--- config.mk ---
export PLATFORM = sky130hd
export DESIGN_NAME = burst_col_seq
export DESIGN_NICKNAME = d
export VERILOG_FILES = /design/src/rtl/bcs_pkg.sv /design/src/rtl/bcs_len_decode.sv /design/src/rtl/bcs_offset.sv /design/src/rtl/bcs_burst_ctl.sv /design/src/rtl/burst_col_seq.sv
export SDC_FILE = /design/constraint.sdc
export NUM_CORES = 1
export LEC_CHECK = 0
export ABC_AREA = 1
export CAP_MARGIN = 20
export CORE_MARGIN = 2
export CORE_UTILIZATION = 54
export CTS_BUF_LIST = sky130_fd_sc_hd__clkbuf_4
export CTS_CLUSTER_DIAMETER = 100
export DETAILED_ROUTE_END_ITERATION = 6
export PLACE_DENSITY = 0.88
export RECOVER_POWER = 100
export SYNTH_ARGS = -nofsm -noshare
export SYNTH_HDL_FRONTEND = slang
export SYNTH_SLANG_ARGS = --single-unit
--- constraint.sdc ---
create_clock -name clk -period 6.4 [get_ports clk]
set_clock_uncertainty 0.2 [all_clocks]
set_input_delay 0.96 -clock clk [delete_from_list [all_inputs] [get_ports clk]]
set_output_delay 0.96 -clock clk [all_outputs]
set_load 0.02 [all_outputs]
--- src/rtl/bcs_pkg.sv ---
package bcs_pkg;
  typedef enum logic {
    ORD_SEQ = 1'b0,
    ORD_XOR = 1'b1
  } order_e;
endpackage

--- src/rtl/bcs_len_decode.sv ---
// Turns a length code into the mask of the column bits that move.
module bcs_len_decode #(
  parameter int IDX_W  = 4,
  parameter int CODE_W = 2
) (
  input  logic [CODE_W-1:0] code,
  output logic [IDX_W-1:0]  mask
);
  for (genvar i = 0; i < IDX_W; i++) begin : g_bit
    assign mask[i] = (CODE_W'(i) <= code);
  end
endmodule

--- src/rtl/bcs_offset.sv ---
// Low-bit generator: sequential wrap or XOR ordering.
module bcs_offset #(
  parameter int IDX_W = 4
) (
  input  logic [IDX_W-1:0] base_off,
  input  logic [IDX_W-1:0] idx,
  input  logic [IDX_W-1:0] mask,
  input  bcs_pkg::order_e  order,
  output logic [IDX_W-1:0] low
);
  logic [IDX_W-1:0] seq_low;
  logic [IDX_W-1:0] xor_low;

  assign seq_low = (base_off + idx) & mask;
  assign xor_low = (base_off ^ idx) & mask;

  always_comb begin
    if (order == bcs_pkg::ORD_XOR) low = xor_low;
    else                           low = seq_low;
  end
endmodule

--- src/rtl/bcs_burst_ctl.sv ---
// Beat index and burst activity.
module bcs_burst_ctl #(
  parameter int IDX_W = 4
) (
  input  logic             clk,
  input  logic             rst,
  input  logic             start,
  input  logic             stop,
  input  logic             adv,
  input  logic [IDX_W-1:0] last_idx,
  output logic             act_n,
  output logic [IDX_W-1:0] idx_n
);
  logic             act_q;
  logic [IDX_W-1:0] idx_q;

  always_comb begin
    act_n = act_q;
    idx_n = idx_q;
    if (start) begin
      act_n = 1'b1;
      idx_n = '0;
    end else if (stop) begin
      act_n = 1'b0;
      idx_n = '0;
    end else if (act_q && adv) begin
      if (idx_q == last_idx) begin
        act_n = 1'b0;
        idx_n = '0;
      end else begin
        idx_n = idx_q + 1'b1;
      end
    end
  end

  always_ff @(posedge clk) begin
    if (rst) begin
      act_q <= 1'b0;
      idx_q <= '0;
    end else begin
      act_q <= act_n;
      idx_q <= idx_n;
    end
  end
endmodule

--- src/rtl/burst_col_seq.sv ---
module burst_col_seq #(
  parameter int COL_W    = 10,
  parameter int MAX_LOG2 = 4
) (
  input  logic             clk,
  input  logic             rst,
  input  logic             start,
  input  logic [COL_W-1:0] start_col,
  input  logic [1:0]       blen_code,
  input  logic             order,
  input  logic             adv,
  input  logic             stop,
  output logic [COL_W-1:0] col_out,
  output logic             beat_vld,
  output logic             beat_last
);
  localparam int IDX_W  = MAX_LOG2;
  localparam int CODE_W = 2;
  localparam int HI_W   = COL_W - IDX_W;

  logic [COL_W-1:0]  base_q, base_n;
  logic [CODE_W-1:0] code_q, code_n;
  bcs_pkg::order_e   ord_q, ord_n;
  logic [IDX_W-1:0]  mask_q, mask_n;
  logic              act_n;
  logic [IDX_W-1:0]  idx_n;
  logic [IDX_W-1:0]  low_n;
  logic [COL_W-1:0]  wide_mask;
  logic [COL_W-1:0]  col_n;

  assign base_n = start ? start_col : base_q;
  assign code_n = start ? blen_code : code_q;
  assign ord_n  = start ? bcs_pkg::order_e'(order) : ord_q;

  bcs_len_decode #(.IDX_W(IDX_W), .CODE_W(CODE_W)) u_dec_cur (
    .code (code_q),
    .mask (mask_q)
  );

  bcs_len_decode #(.IDX_W(IDX_W), .CODE_W(CODE_W)) u_dec_nxt (
    .code (code_n),
    .mask (mask_n)
  );

  bcs_burst_ctl #(.IDX_W(IDX_W)) u_ctl (
    .clk      (clk),
    .rst      (rst),
    .start    (start),
    .stop     (stop),
    .adv      (adv),
    .last_idx (mask_q),
    .act_n    (act_n),
    .idx_n    (idx_n)
  );

  bcs_offset #(.IDX_W(IDX_W)) u_off (
    .base_off (base_n[IDX_W-1:0]),
    .idx      (idx_n),
    .mask     (mask_n),
    .order    (ord_n),
    .low      (low_n)
  );

  assign wide_mask = {{HI_W{1'b0}}, mask_n};
  assign col_n     = (base_n & ~wide_mask) | {{HI_W{1'b0}}, low_n};

  always_ff @(posedge clk) begin
    if (rst) begin
      base_q    <= '0;
      code_q    <= '0;
      ord_q     <= bcs_pkg::ORD_SEQ;
      col_out   <= '0;
      beat_vld  <= 1'b0;
      beat_last <= 1'b0;
    end else begin
      base_q    <= base_n;
      code_q    <= code_n;
      ord_q     <= ord_n;
      col_out   <= col_n;
      beat_vld  <= act_n;
      beat_last <= act_n && (idx_n == mask_n);
    end
  end
endmodule

==> flow_metrics.py, run 1 <==
metrics = {
    "status": {
        "status": "completed",
    },
    "sta": {
        "tightest_slew_ns": 0.546,
        "rsz0062_at_grt": "false",
        "max_freq_ghz": 0.261,
        "finalCriticalPeriod_ns": 3.83,
        "slew_viol_final": 0,
        "setup_tns_ns": 0,
        "setup_viol": 0,
        "min_period_over_period_pct": 59.9,
        "relSlewSlack_pct": 63.5,
        "hold_violations": 0,
    },
    "setup_path": {
        "cp.required_ns": 6.42,
        "crit_type": "in -> reg",
        "cp_max_fo": 16,
        "crit_path_end_kind": "register",
        "start_kind": "input port",
        "cp.arrival_ns": 3.85,
        "reg2regPathDepth": 15,
    },
    "die": {
        "rows": 16,
        "die_y_um": 50.7,
        "dieArea_um2": 2570,
        "core_area_um2": 2000,
        "start_util_pct": 58.7,
        "io_pins": 30,
        "die_w_um": 50.7,
    },
    "clock_tree": {
        "postCtsHoldBufs": 0,
        "cts_buffers": 3,
        "cts.sinks": 23,
        "cts_setup_buffers": 0,
        "clk_pin_slew_ns": 0.12,
        "ctsRootBufferMaster": "clkbuf_4",
        "insertion_delay_ns": 0.32,
        "ctsResizeCount": 0,
        "cts_tree": "done",
        "clockBufferDepth": 2,
        "cts_max_level": 1,
    },
    "placed_design": {
        "dp_cells": 218,
        "port_buffers": 29,
        "hpwlAfterDp_um": 1920,
        "gp_congestion": 0.836,
    },
    "drt": {
        "wl_per_cell_um": 11.3,
        "drt-total-wl_um": 2500,
        "vias_per_cell": 4.96,
        "antenna_left": 0,
        "firstDrtPassIters": 4,
        "num_vias": 1102,
        "drtIter0Drc": 27,
        "drc": 0,
    },
    "yosys": {
        "synth-seq-cells": 23,
        "synthDistinctLibCells": 24,
        "synth.net_count": 194,
        "yosysSeqAreaShare_pct": 39.1,
        "avgSynthCellArea_um2": 6.88,
        "syn_area_um2": 1180,
        "synth_edf_count": 0,
        "netlist_top_cells_count": "35 x nor2_1, 34 x nand2_1, 23 x dfxtp_1, 23 x inv_1, 13 x o21ai_0",
        "async_flop_share_pct": 0,
        "synth_cells": 171,
        "yosysTopAreaCell": "dfxtp_1",
        "yosys_warnings": 0,
        "synth_top_cells_by_area": "dfxtp_1 39%, nor2_1 11%, nand2_1 11%",
        "synth_top_area_share_pct": 39.1,
        "yosys_most_used_dff": "dfxtp_1",
        "synth_most_common_cell": "nor2_1",
    },
    "hold_path": {
        "hold_depth": 2,
        "hp-class": "reg -> reg",
    },
    "global_routing": {
        "globalRoute.totalOverflow": 0,
        "grt_pass1_vias": 1025,
        "grt_pass1_wl_um": 4250,
        "grt_max_degree": 17,
        "grt_util_all_layers_pct": 21.7,
        "antenna_found_initial": 0,
    },
    "power_and_ir_drop": {
        "ir_worst_vdd_mv": 0.135,
        "p_total_w": 0.000278,
        "power_density_nw_per_um2": 189,
        "p_leak_nw": 0.723,
    },
    "layout": {
        "antenna_cells": 0,
        "nFillCells": 158,
        "synthToLayoutAreaGrowth_pct": 25.0,
        "multi_input_area_um2": 564,
        "ff_latch_area_um2": 460,
        "fin_nets": 219,
        "final_layout_size_suffix_gt1_share_pct": 4.10,
        "final_cells": 222,
    },
    "run": {
        "drv_cap": 0,
    },
}
==> layout make-up <==
| class | instances | area share, % |
|---|---|---|
| repair buffers | 29 | 19.7 |
| flip-flops and latches | 23 | 31.3 |
| well taps | 27 | 2.30 |
| clock buffers | 3 | 1.53 |
| multi-input cells | 114 | 38.4 |
| clock inverters | 1 | 0.340 |
| inverters | 25 | 6.38 |
==> cell usage in the layout (no fill, tap or decap), drive strengths merged <==
| cell type | n |
|---|---|
| xor2 | 2 |
| fa | 1 |
| clkdlybuf4s50 | 15 |
| clkbuf | 3 |
| nand3 | 5 |
| ha | 4 |
| dlygate4sd3 | 14 |
| nor3 | 3 |
| o21ai | 14 |
| o41ai | 1 |
| a21oi | 6 |
| nor3b | 1 |
| dfxtp | 23 |
| inv | 25 |
| mux2i | 1 |
| or2 | 4 |
| nand2 | 34 |
| o22ai | 1 |
| xnor2 | 1 |
| a21o | 1 |
| clkinv | 1 |
| nor2 | 35 |
==> sequential cells by signal, summed over array words and instances (netlist names) <==
name and count:
base_q 4, beat_last 1, code_q 2, col_out 10, ord_q 1, u_ctl.act_q 1
u_ctl.idx_q 4
==> per-layer routing <==
metal	track usage [%]	part of all wire [%]	up-vias
met5	0	0	-
met4	8.11	1.9	0
met3	2.68	4.8	7
met2	40.8	51	31
met1	24.7	42	497
li1	-	-	567
==> critical path, stage by stage <==
cell and delay [ns]:
dlygate4sd3_1 0.88, inv_1 0.32, or2_2 0.36, o21ai_0 0.12, inv_1 0.13, ha_1 0.32
a21o_1 0.16, a21oi_1 0.21, nor2_1 0.08, nand3_1 0.08, nand3_1 0.09, nand2_1 0.06
o21ai_0 0.07
==> report_power, final <==
part           switching (W)  internal (W)   total, W
Combinational      0.0000305     0.0000259  0.0000565
Sequential        0.00000322      0.000151   0.000155
Clock              0.0000440     0.0000234  0.0000674
Total              0.0000777      0.000201   0.000278
==> cells by family (layout without fill, tap and decap cells) <==
family                     count (synthesis)  count (layout)  share of synthesized area (%)
buffers and inverters                     34              58                           12.9
and+or+nand+nor                           82              82                           28.2
xor gates and xnor gates                   3               3                           2.23
muxes                                      1               1                          0.851
DFF                                       23              23                           39.1
adders and majority gates                  5               5                           5.96
AOI/OAI and AO/OA                         23              23                           10.7
==> metrics by stage <==
stage	cell area, um^2	utilization [%]	worst slack [ns]	hold WS [ns]
finish	1470	73.4	2.57	0.305
detailed placement	1440	72.1	2.48	0.287
global placement	1440	72.1	2.63	0.259
global route	1470	73.4	2.30	0.334
floorplan	1180	-	3.52	0.247
CTS	1470	73.4	2.76	0.310
==> worst paths after layout <==
kind | slack, ns | to | startpoint
setup / recovery | 2.57 | col_out[3] | start
hold / removal | 0.30 | col_out[6] | col_out[6]
setup reg to reg | 3.71 | col_out[3] | u_ctl.act_q
hold reg to reg | 0.30 | col_out[6] | col_out[6]
(Power assumes the default switching activity.)
==> inputs of run 2 (changes only) <==
--- a/config.mk
+++ b/config.mk
@@ -8,11 +8,11 @@
 export ABC_AREA = 1
 export CAP_MARGIN = 20
 export CORE_MARGIN = 2
-export CORE_UTILIZATION = 54
+export CORE_UTILIZATION = 50
 export CTS_BUF_LIST = sky130_fd_sc_hd__clkbuf_4
 export CTS_CLUSTER_DIAMETER = 100
 export DETAILED_ROUTE_END_ITERATION = 6
-export PLACE_DENSITY = 0.88
+export PLACE_DENSITY = 0.82
 export RECOVER_POWER = 100
 export SYNTH_ARGS = -nofsm -noshare
 export SYNTH_HDL_FRONTEND = slang
==> constraint.sdc (replaced) <==
create_clock -name clk -period 3.6 [get_ports clk]
set_clock_uncertainty 0.2 [all_clocks]
set_input_delay 0.54 -clock clk [delete_from_list [all_inputs] [get_ports clk]]
set_output_delay 0.54 -clock clk [all_outputs]
set_load 0.02 [all_outputs]
==> flow_metrics.py, run 2 (synthesis results as in run 1) <==
metrics = {
    "die": {
        "io_pins": 30,
        "rows": 17,
        "dieArea_um2": 2760,
        "core_area_um2": 2210,
        "die_w_um": 52.5,
        "die_y_um": 52.5,
        "start_util_pct": 53.2,
    },
    "layout": {
        "largest_reg_flops": 10,
        "final_layout_size_suffix_gt1_share_pct": 4.59,
        "layout_common_cells": "35 x nor2_1, 34 x nand2_1, 24 x inv_1, 23 x dfxtp_1, 15 x dlygate4sd3_1",
        "final_common_cell": "nor2_1",
        "synthToLayoutAreaGrowth_pct": 26.0,
        "antenna_cells": 0,
        "fin_nets": 220,
        "final_cells": 224,
        "nFillCells": 208,
        "design_area_um2": 1480,
        "reg_top3": "col_out (10), base_q (4), u_ctl.idx_q (4)",
        "regMostFlops": "col_out",
    },
    "hold_path": {
        "hold_depth": 2,
        "hold_path_end": "base_q[0]",
        "hold_start": "base_q[0]",
        "hp-class": "reg -> reg",
    },
    "clock_tree": {
        "clk_pin_slew_ns": 0.13,
        "ctsResizeCount": 0,
        "ctsRootBufferMaster": "clkbuf_4",
        "cts_setup_buffers": 0,
        "cts.sinks": 23,
        "cts_max_level": 1,
        "insertion_delay_ns": 0.31,
        "cts_buffers": 3,
        "postCtsHoldBufs": 0,
        "clockBufferDepth": 2,
        "cts_tree": "done",
    },
    "drt": {
        "vias_per_cell": 4.90,
        "drt-total-wl_um": 2380,
        "firstDrtPassIters": 4,
        "num_vias": 1098,
        "wl_per_cell_um": 10.6,
        "antenna_left": 0,
        "drtIter0Drc": 30,
        "drc": 0,
    },
    "setup_path": {
        "worstReg2RegEnd": "col_out[3]",
        "reg2regPathDepth": 15,
        "rr_startpoint": "u_ctl.act_q",
        "cp_max_fo": 15,
        "start_kind": "input port",
        "cp.arrival_ns": 3.01,
        "rrSetupSlack_ns": 0.99,
        "crit_type": "in -> reg",
        "cp_slowest_stage_delay_ns": 0.55,
        "cp.required_ns": 3.62,
        "crit_path_end_kind": "register",
        "path_cells": "dlygate4sd3_1, buf_4, nor2_1, inv_1, nor3_1, nand2_1, inv_1, ha_1, a21o_1, a21oi_1, nor2_1, nand3_1, nand3_1, nand2_1, o21ai_0",
        "crit_slowest_cell": "dlygate4sd3_1",
    },
    "power_and_ir_drop": {
        "p_total_w": 0.000496,
        "ir_worst_vdd_mv": 0.231,
        "power_density_nw_per_um2": 335,
        "p_leak_nw": 0.724,
    },
    "sta": {
        "finalCriticalPeriod_ns": 3.00,
        "setup_viol": 0,
        "relSlewSlack_pct": 64.6,
        "whs_ns": 0.283,
        "hold_violations": 0,
        "min_period_over_period_pct": 83.3,
        "tightest_slew_ns": 0.529,
        "slew_viol_final": 0,
        "setup_tns_ns": 0,
        "rsz0062_at_grt": "false",
        "max_freq_ghz": 0.333,
    },
    "placed_design": {
        "port_buffers": 29,
        "dp_cells": 220,
        "placed_cell_area_um2": 1450,
        "gp_congestion": 0.874,
        "hpwlAfterDp_um": 1860,
    },
    "global_routing": {
        "antenna_found_initial": 0,
        "grt_pass1_vias": 1029,
        "globalRoute.totalOverflow": 0,
        "grt_max_degree": 16,
        "grt_pass1_wl_um": 4020,
        "grt_util_all_layers_pct": 19.6,
    },
    "status": {
        "status": "completed",
    },
    "run": {
        "drv_cap": 0,
    },
}
==> run 2: worst max-delay path, delay by kind of cell <==
family | cells | cell delay (ns)
buffers and inverters | 4 | 0.97
AND/OR/NAND/NOR | 7 | 0.82
AO/OA/AOI/OAI | 3 | 0.42
adder cells (fa/ha/maj) | 1 | 0.25
==> run 2: how the worst max path moves through the flow <==
stage | startpoint | to | slack, ns
after detailed placement | adv | col_out[3] | 0.40
after floorplan | adv | col_out[3] | 1.14
after global placement | start | col_out[3] | 0.50
after global routing | start | col_out[3] | 0.45
final | start | col_out[3] | 0.60
after CTS | adv | col_out[3] | 0.71
==> run 2: routing by layer <==
metal	track usage, %	wire, um	vias to the layer above
met4	7.69	19	0
li1	-	-	575
met1	22.7	1050	498
met5	0	0	-
met3	3.43	79	4
met2	35.4	1230	21
==> run 2: layout make-up <==
| class | count | area, um^2 | area share, % |
|---|---|---|---|
| Timing Repair Buffer | 30 | 298 | 20.1 |
| Tap cell | 28 | 35.0 | 2.36 |
| Clock buffer | 3 | 22.5 | 1.52 |
| Multi-Input combinational cell | 114 | 564 | 38.1 |
| Inverter | 25 | 93.8 | 6.33 |
| Clock inverter | 1 | 7.51 | 0.507 |
| Sequential cell | 23 | 460 | 31.1 |
==> run 2: stage by stage <==
step / utilization (%) / setup slack (ns)
3_3_place_gp: 65.6 / 0.497
5_1_grt: 67.0 / 0.449
4_1_cts: 67.0 / 0.711
2_1_floorplan: - / 1.14
3_5_place_dp: 65.6 / 0.400
6_report: 67.0 / 0.601
==> run 2: where the power goes <==
| group | total (W) | switching [W] | internal (W) |
|---|---|---|---|
| Clock | 0.000121 | 0.0000781 | 0.0000425 |
| Sequential | 0.000275 | 0.00000587 | 0.000269 |
| Combinational | 0.000101 | 0.0000540 | 0.0000468 |
| Total | 0.000496 | 0.000138 | 0.000359 |
